File: src/rtl/mrp_pkg.sv
// Shared constants and types for the multiplexed register port.
// Assumes a 4-bit register index with the top index reserved for revision.
package mrp_pkg;
    localparam int IDX_W = 4;
    localparam logic [IDX_W-1:0] REV_IDX = '1;

    typedef enum logic [1:0] {
        XF_NONE  = 2'd0,
        XF_INDEX = 2'd1,
        XF_WRITE = 2'd2,
        XF_READ  = 2'd3
    } xfer_e;
endpackage

File: src/rtl/mrp_sync.sv
// Multi-stage synchroniser for a bundle of asynchronous host pins.
// Assumes the host holds the pins stable for longer than STAGES clocks.
module mrp_sync #(
    parameter int           W      = 1,
    parameter int           STAGES = 2,
    parameter logic [W-1:0] IDLE   = '0
) (
    input  logic         clk,
    input  logic         rst_n,
    input  logic [W-1:0] d,
    output logic [W-1:0] q
);
    logic [W-1:0] chain [STAGES];

    for (genvar g = 0; g < STAGES; g++) begin : g_stage
        if (g == 0) begin : g_first
            // Capture raw pins into the first stage.
            always_ff @(posedge clk) begin
                if (!rst_n) chain[g] <= IDLE;
                else        chain[g] <= d;
            end
        end else begin : g_next
            // Move the value one stage down the chain.
            always_ff @(posedge clk) begin
                if (!rst_n) chain[g] <= IDLE;
                else        chain[g] <= chain[g-1];
            end
        end
    end

    assign q = chain[STAGES-1];
endmodule

File: src/rtl/mrp_decode.sv
// Strobe edge detector and ready generator.
// Takes synchronised pins, finds the fall of the combined strobe, and
// classifies the transfer. Assumes pins have already been synchronised.
module mrp_decode
    import mrp_pkg::*;
(
    input  logic  clk,
    input  logic  rst_n,
    input  logic  cs_n_s,
    input  logic  sel_s,
    input  logic  wr_n_s,
    input  logic  rd_n_s,
    output xfer_e xfer,
    output logic  rdy_n
);
    logic wr_n_p, rd_n_p;
    logic any_now, any_prev, single, take;
    logic rdy_q;

    // Keep last cycle's strobe levels for edge detection.
    always_ff @(posedge clk) begin
        if (!rst_n) begin
            wr_n_p <= 1'b1;
            rd_n_p <= 1'b1;
        end else begin
            wr_n_p <= wr_n_s;
            rd_n_p <= rd_n_s;
        end
    end

    // Detect a single strobe falling while chip select is active.
    always_comb begin
        any_now  = !wr_n_s || !rd_n_s;
        any_prev = !wr_n_p || !rd_n_p;
        single   = wr_n_s ^ rd_n_s;
        take     = any_now && !any_prev && single && !cs_n_s;
    end

    // Classify the taken transfer from phase select and strobe.
    always_comb begin
        xfer = XF_NONE;
        if (take) begin
            if (!wr_n_s) xfer = sel_s ? XF_INDEX : XF_WRITE;
            else if (!sel_s) xfer = XF_READ;
        end
    end

    // Raise ready on a taken transfer, drop it when the strobe is gone.
    always_ff @(posedge clk) begin
        if (!rst_n)        rdy_q <= 1'b0;
        else if (take)     rdy_q <= 1'b1;
        else if (!any_now) rdy_q <= 1'b0;
    end

    assign rdy_n = !rdy_q;

    // ready only ever falls right after a taken transfer.
    a_r2_rdy_after_take: assert property (@(posedge clk) disable iff (!rst_n)
        $fell(rdy_n) |-> $past(take));

    // a released strobe clears ready at the next edge.
    a_r10_rdy_release: assert property (@(posedge clk) disable iff (!rst_n)
        !any_now |=> rdy_n);
endmodule

File: src/rtl/mrp_regfile.sv
// Register file behind the port: index latch, writable bytes, revision
// code, read-data capture and masked interrupt. Register 0 is the mask.
// Assumes transfers arrive as one-cycle xfer pulses.
module mrp_regfile
    import mrp_pkg::*;
#(
    parameter int                DATA_W   = 8,
    parameter int                NUM_RW   = 4,
    parameter logic [DATA_W-1:0] REVISION = 8'h5A
) (
    input  logic                     clk,
    input  logic                     rst_n,
    input  xfer_e                    xfer,
    input  logic [DATA_W-1:0]        din,
    input  logic [DATA_W-1:0]        evt_in,
    output logic [DATA_W-1:0]        rd_data,
    output logic [NUM_RW*DATA_W-1:0] cfg,
    output logic                     irq_n
);
    logic [IDX_W-1:0]  idx_q;
    logic [DATA_W-1:0] regs [NUM_RW];
    logic [DATA_W-1:0] rd_q, rd_mux;
    logic              irq_q;

    // Latch the register index in an index cycle.
    always_ff @(posedge clk) begin
        if (!rst_n)               idx_q <= '0;
        else if (xfer == XF_INDEX) idx_q <= din[IDX_W-1:0];
    end

    for (genvar g = 0; g < NUM_RW; g++) begin : g_reg
        // Store a data byte when this register is the latched index.
        always_ff @(posedge clk) begin
            if (!rst_n)
                regs[g] <= '0;
            else if (xfer == XF_WRITE && idx_q == IDX_W'(g))
                regs[g] <= din;
        end
        assign cfg[g*DATA_W +: DATA_W] = regs[g];
    end

    // Select read data: revision, a writable register, or zero.
    always_comb begin
        rd_mux = '0;
        if (idx_q == REV_IDX) rd_mux = REVISION;
        for (int i = 0; i < NUM_RW; i++)
            if (idx_q == IDX_W'(i)) rd_mux = regs[i];
    end

    // Capture read data when a read transfer is taken.
    always_ff @(posedge clk) begin
        if (!rst_n)               rd_q <= '0;
        else if (xfer == XF_READ) rd_q <= rd_mux;
    end

    // Register the masked interrupt request.
    always_ff @(posedge clk) begin
        if (!rst_n) irq_q <= 1'b0;
        else        irq_q <= |(evt_in & regs[0]);
    end

    assign rd_data = rd_q;
    assign irq_n   = !irq_q;

    // index only changes in an index cycle.
    a_r4_idx_hold: assert property (@(posedge clk) disable iff (!rst_n)
        xfer != XF_INDEX |=> $stable(idx_q));

    // writes to revision or unmapped indices change nothing.
    a_r8_unmapped_write: assert property (@(posedge clk) disable iff (!rst_n)
        (xfer == XF_WRITE && int'(idx_q) >= NUM_RW) |=> $stable(cfg));

    // returned data only moves on a taken read.
    a_r6_rdata_hold: assert property (@(posedge clk) disable iff (!rst_n)
        xfer != XF_READ |=> $stable(rd_data));
endmodule

File: src/rtl/mrp_top.sv
// Multiplexed address/data register port, top level.
// Synchronises host pins, decodes transfers, and serves the register file.
// Assumes the pad ring builds the bidirectional buffer from d_out / d_oe.
module mrp_top
    import mrp_pkg::*;
#(
    parameter int                DATA_W      = 8,
    parameter int                NUM_RW      = 4,
    parameter int                SYNC_STAGES = 2,
    parameter logic [DATA_W-1:0] REVISION    = 8'h5A
) (
    input  logic                     clk,
    input  logic                     rst_n,
    input  logic                     bus_cs_n,
    input  logic                     bus_idx_sel,
    input  logic                     bus_wr_n,
    input  logic                     bus_rd_n,
    input  logic [DATA_W-1:0]        bus_d_in,
    output logic [DATA_W-1:0]        bus_d_out,
    output logic                     bus_d_oe,
    output logic                     bus_rdy_n,
    output logic                     bus_irq_n,
    input  logic [DATA_W-1:0]        evt_in,
    output logic [NUM_RW*DATA_W-1:0] cfg_regs
);
    localparam int CTRL_W = 4;
    localparam logic [CTRL_W-1:0] CTRL_IDLE = 4'b1011;

    logic [CTRL_W-1:0] ctrl_s;
    logic [DATA_W-1:0] din_s;
    xfer_e             xfer;

    mrp_sync #(.W(CTRL_W), .STAGES(SYNC_STAGES), .IDLE(CTRL_IDLE)) u_sync_ctrl (
        .clk   (clk),
        .rst_n (rst_n),
        .d     ({bus_cs_n, bus_idx_sel, bus_wr_n, bus_rd_n}),
        .q     (ctrl_s)
    );

    mrp_sync #(.W(DATA_W), .STAGES(SYNC_STAGES), .IDLE('0)) u_sync_data (
        .clk   (clk),
        .rst_n (rst_n),
        .d     (bus_d_in),
        .q     (din_s)
    );

    mrp_decode u_decode (
        .clk    (clk),
        .rst_n  (rst_n),
        .cs_n_s (ctrl_s[3]),
        .sel_s  (ctrl_s[2]),
        .wr_n_s (ctrl_s[1]),
        .rd_n_s (ctrl_s[0]),
        .xfer   (xfer),
        .rdy_n  (bus_rdy_n)
    );

    mrp_regfile #(.DATA_W(DATA_W), .NUM_RW(NUM_RW), .REVISION(REVISION)) u_regs (
        .clk     (clk),
        .rst_n   (rst_n),
        .xfer    (xfer),
        .din     (din_s),
        .evt_in  (evt_in),
        .rd_data (bus_d_out),
        .cfg     (cfg_regs),
        .irq_n   (bus_irq_n)
    );

    // Drive the pads only during a selected read data cycle.
    assign bus_d_oe = !bus_cs_n && !bus_rd_n && !bus_idx_sel;

    // no ready can start while chip select has been idle through the sync.
    a_r11_cs_gates_rdy: assert property (@(posedge clk) disable iff (!rst_n)
        ctrl_s[3] |=> !$fell(bus_rdy_n));
endmodule

File: config.mk
export PLATFORM = sky130hd
export DESIGN_NAME = mrp_top
export DESIGN_NICKNAME = d
export VERILOG_FILES = /design/src/rtl/mrp_pkg.sv /design/src/rtl/mrp_sync.sv /design/src/rtl/mrp_decode.sv /design/src/rtl/mrp_regfile.sv /design/src/rtl/mrp_top.sv
export SDC_FILE = /design/constraint.sdc
export NUM_CORES = 1
export LEC_CHECK = 0
export BUFFER_PORTS_ARGS = -buffer_cell sky130_fd_sc_hd__buf_2
export CAP_MARGIN = 20
export CORE_UTILIZATION = 52
export DETAILED_ROUTE_END_ITERATION = 8
export GPL_ROUTABILITY_DRIVEN = 0
export HOLD_SLACK_MARGIN = 0.03
export PLACE_DENSITY = 0.79
export SYNTH_ARGS = -nofsm -noshare
export SYNTH_HDL_FRONTEND = slang
export SYNTH_SLANG_ARGS = --single-unit
File: constraint.sdc
create_clock -name clk -period 6.55 [get_ports clk]
set_input_delay 0.655 -clock clk [delete_from_list [all_inputs] [get_ports clk]]
set_output_delay 0.655 -clock clk [all_outputs]
set_load 0.05 [all_outputs]
# Word level (Yosys, flattened, before mapping)
# Memories as Yosys holds them, arrays and structs flattened.
# Index checks and enable logic that the tools add are counted.
# word_totals
regBits,16
elab_cells,84
memories,3
out_inout_bits,43
input_bits,22
mem_bits_rw,56
# classes
mux,33
n_reduce_logical,24
n_eq_ne,8
n_bitwise,10
# mem_list
name,words,width,rd,rd_ports_with_merged_regs,write_ports,line,text
u_regs.regs,4,8,4,0,4,mrp_regfile.sv:21,logic [DATA_W-1:0] regs [NUM_RW];
u_sync_data.chain,2,8,2,0,2,mrp_sync.sv:13,logic [W-1:0] chain [STAGES];
u_sync_ctrl.chain,2,4,2,0,2,mrp_sync.sv:13,
# op_table
operator,count
$mux 8,10
$mux 1,16
$logic_not 1->1,11
$logic_and 1x1->1,9
$and 8x8->8,1
$eq 4x2->1 const B,2
$mux 2,4
$mux 4,2
$or 1x1->1,8
$reduce_or 8->1,1
$mux 7,1
$eq 2x2->1 const B,2
$eq 4x1->1 const B,1
$eq 4x4->1 const B,1
$logic_not 4->1,1
$eq 2x1->1 const B,1
$logic_or 1x1->1,2
$ne 2x2->1 const B,1
$xor 1x1->1,1

# Logic depth before layout (Yosys ltp)
# depth
word_depth,13
ltp_mapped,7
ltp_nobuf,6

# Cells and area by module
# From an unflattened synthesis, not the netlist that was laid out.
# hier_totals
hier_cells,246
area_unflattened_um2,2907.8
# modules_own_cells
mod,seq_area_each_um2,area_per_inst_um2,cells_each,instances
mrp_regfile,1221.2,2060.7,179,1
mrp_sync at u_sync_data,320.3,446.7,33,1
mrp_sync at u_sync_ctrl,160.2,210.2,16,1
mrp_decode,60.1,180.2,17,1
mrp_top,0.0,10.0,1,1

# Least setup slack after synthesis
# OpenSTA, ideal clock, no wires.
# synth_path
kind,reg-to-reg
startpoint,memory u_sync_ctrl.chain[1][1] (netlist name)
endpoint,"memory u_regs.regs[0][0], enable pin"
required_time_ns,6.152
setup_ns,0.398
path_slack_ns,4.059
t_arrival_ns,2.093
n_path_buf,0
path_stages_with_launch,6
synth_period_minus_slack_ns,2.491
path_cell_list,dfxtp_1 > inv_1 > ha_1 > o21ba_2 > nand3_1 > o41ai_1
# synth_lines
element,line
from (decl),mrp_sync.sv:13
to (decl),mrp_regfile.sv:21

==> results.sh <==
export IMPL_status="finished clean"
export IMPL_yosys_area_top_type="edfxtp_1"
export IMPL_postRouteAntennaNets=0
export IMPL_worstSkewPairLatency_ps=340
export IMPL_vias=1958
export IMPL_dieArea_um2=5820
export IMPL_fin_setup_tns_ps=0
export IMPL_grt_pass1_wl_mm=9.58
export IMPL_grt_pass1_vias=1921
export IMPL_swShare_pct=22.8
export IMPL_synth_nets=257
export IMPL_holdPathStages=1
export IMPL_synth_seq_cells=72
export IMPL_chipHeight_um=76.3
export IMPL_crit_slowest_cell="o21ai_0"
export IMPL_wl_per_cell_um=15.8
export IMPL_crit_fanout=8
export IMPL_ir_worst_vdd_v=0.000190
export IMPL_cts_root_buffer="clkbuf_8"
export IMPL_final_net_count=326
export IMPL_seq_area_frac_synth_pct=61.4
export IMPL_synth_top_area_share_pct=33.5
export IMPL_insertedDiodeCount=0
export IMPL_r2r_cells=5
export IMPL_drv_cap=0
export IMPL_synthToLayoutAreaGrowth_pct=20.7
export IMPL_fmax_ghz=0.406
export IMPL_fin_util_pct=66.6
export IMPL_rsz0062_at_grt="no"
export IMPL_worstSetupPathType="flip-flop to flip-flop"
export IMPL_syn_inst=232
export IMPL_worstMarginPinSlew_ps=1030
export IMPL_grt_max_degree=41
export IMPL_drt_iter0_drc=161
export IMPL_clockPowerShare_pct=40.4
export IMPL_dr_pass1_iters=4
export IMPL_numCtsBuffers=9
export IMPL_cts_tree="built"
export IMPL_path_clk_slew_ps=70
export IMPL_post_drt_via_cell_ratio=5.21
export IMPL_core_area_um2=5200
export IMPL_drt_met1_wl_mm=2.49
export IMPL_grt_overflow_total=0
export IMPL_synth_area_top_cells="edfxtp_1, dfxtp_1, and2_1, mux4_2, a22oi_1"
export IMPL_io_pins=65
export IMPL_met2WireLength_mm=2.89
export IMPL_setup_violations=0
export IMPL_p_comb_share_pct=7.2
export IMPL_crit_chain="inv_1, ha_1, o21ba_2, nand3_1, o21ai_0"
export IMPL_power_frac_seq_pct=52.4
export IMPL_crit_required_ps=6510
export IMPL_worstPathArrival_ps=2420
export IMPL_period_needed_ps=2460
export IMPL_dp_hpwl_mm=4.28
export IMPL_syn_area_um2=2870
export IMPL_critPathLaunchType="flip-flop"
export IMPL_hold_class="flip-flop to flip-flop"
export IMPL_antenna_found_initial=0
export IMPL_htree_levels=3
export IMPL_hold_violations=0
export IMPL_p_leak_nw=1.44
export IMPL_switching_power_w=0.000214
export IMPL_drive_gt1_share_pct=32.0
export IMPL_wirelength_mm=5.92
export IMPL_mostFrequentLayoutCell="buf_2"
export IMPL_cp_end_kind="flip-flop"
export IMPL_hold_buffers=0
export IMPL_power_w=0.000938
export IMPL_powerDensity_nw_per_um2=271
export IMPL_top_layer_used="met4"
export IMPL_most_common_layout_cells="buf_2, and2_1, dfxtp_1"
export IMPL_row_count=26
export IMPL_track_usage_pct=22.2
export IMPL_io_buffer_count=64
export IMPL_dieWidth_um=76.3
export IMPL_fin_crit_sh_pct=37.6
export IMPL_cts_resized=0
export IMPL_clock_skew_ps=6.25
export IMPL_clockBufferDepth=2
export IMPL_drc_errors=0
export IMPL_max_stage_delay_ps=860
export IMPL_avgSynthCellArea_um2=12.4
export IMPL_route_met3_wl_um=450
export IMPL_ys_warn_count=0
export IMPL_slew_headroom_pct=30.9
export IMPL_ys_types=37
export IMPL_internal_power_w=0.000724
export IMPL_maxSlewViolCount=0
export IMPL_post_cts_buffers=0
export IMPL_start_util_pct=55.1
export IMPL_cts_sinks=72
==> power by group through the flow <==
stage / registers, W / logic [W] / clock network [W]
floorplan: 0.000523 / 0.0000234 / 0
global placement: 0.000502 / 0.0000657 / 0
detailed placement: 0.000502 / 0.0000673 / 0
CTS: 0.000492 / 0.0000676 / 0.000385
global route: 0.000493 / 0.0000724 / 0.000403
finish: 0.000492 / 0.0000677 / 0.000378
==> flip-flops by register name, summed over array words and instances, names as in the netlist <==
| register | flops |
|---|---|
| u_sync_data.chain | 16 |
| u_regs.irq_q | 1 |
| u_regs.rd_data | 8 |
| u_decode.rd_n_p | 1 |
| u_sync_ctrl.chain | 8 |
| u_regs.idx_q | 4 |
| u_regs.regs | 32 |
| u_decode.rdy_q | 1 |
| u_decode.wr_n_p | 1 |
==> final cells by class <==
cell class              instances  area (um2)
repair buffers                 67         338
fillers                       417        1740
well taps                      70        87.6
flip-flops and latches         72        1760
clock buffers                  12         178
inverters                       5        18.8
multi-input cells             146        1030
clock inverters                 4        47.5
==> kinds of logic (layout without fill, tap and decap cells) <==
kind of cell | count (synthesis) | after routing | synth area share [%]
AND/OR/NAND/NOR | 100 | 100 | 21.6
flip-flops | 72 | 72 | 61.4
AO/OA/AOI/OAI | 31 | 31 | 7.02
buffers and inverters | 14 | 88 | 2.62
multiplexers | 12 | 12 | 6.10
adder cells (fa/ha/maj) | 3 | 3 | 1.31
==> routing by layer <==
metal  vias to the layer above  track usage [%]
li1                        957                -
met2                        85             36.0
met1                       908             27.0
met3                         8             5.63
met5                         -                0
met4                         0             12.7
==> cell usage after synthesis <==
cell type	count
or2_2	2
dfxtp_1	40
and2_1	50
nor2_1	14
inv_1	4
a41oi_1	1
mux4_2	4
buf_4	1
nand4_1	2
o21ai_0	9
a21oi_1	4
nor3_2	1
nand2_1	6
edfxtp_1	32
o41ai_1	1
o21ai_1	2
mux2_2	4
nand3_1	11
o21ba_2	1
nor4b_4	1
o211ai_1	4
clkbuf_1	3
ha_1	3
clkinv_1	1
mux2i_1	4
and4bb_2	1
or3_1	1
nand4_4	1
clkbuf_2	1
nand2b_1	7
nand3b_1	1
nor4_4	1
a22oi_1	8
nor3_1	1
buf_2	2
a2bb2oi_1	1
buf_6	2
==> through the flow <==
step / hold slack (ps) / instance area [um2] / setup slack (ps) / cells
floorplan: 386 / 2870 / 4060 / 232
global placement: 391 / 3230 / 4150 / 358
detailed placement: 400 / 3230 / 4030 / 358
CTS: 421 / 3450 / 4010 / 374
global route: 439 / 3460 / 3900 / 376
finish: 412 / 3460 / 4090 / 376
==> worst paths after layout <==
kind / start / to / slack, ps
setup / recovery: u_sync_ctrl.chain[1][1] / u_regs.regs[1][3] / 4090
hold / removal: u_sync_ctrl.chain[0][1] / u_sync_ctrl.chain[1][1] / 410
setup reg to reg: u_sync_ctrl.chain[1][1] / u_regs.regs[1][3] / 4090
hold reg to reg: u_sync_ctrl.chain[0][1] / u_sync_ctrl.chain[1][1] / 410
==> critical path, delay by kind of cell (launching register included) <==
kind                       cells  cell delay [ps]
buffers and inverters          1               70
and+or+nand+nor                1              180
AOI/OAI and AO/OA              2             1150
adders and majority gates      1              340
DFF                            1              350
Power figures use the tool's default switching activity.
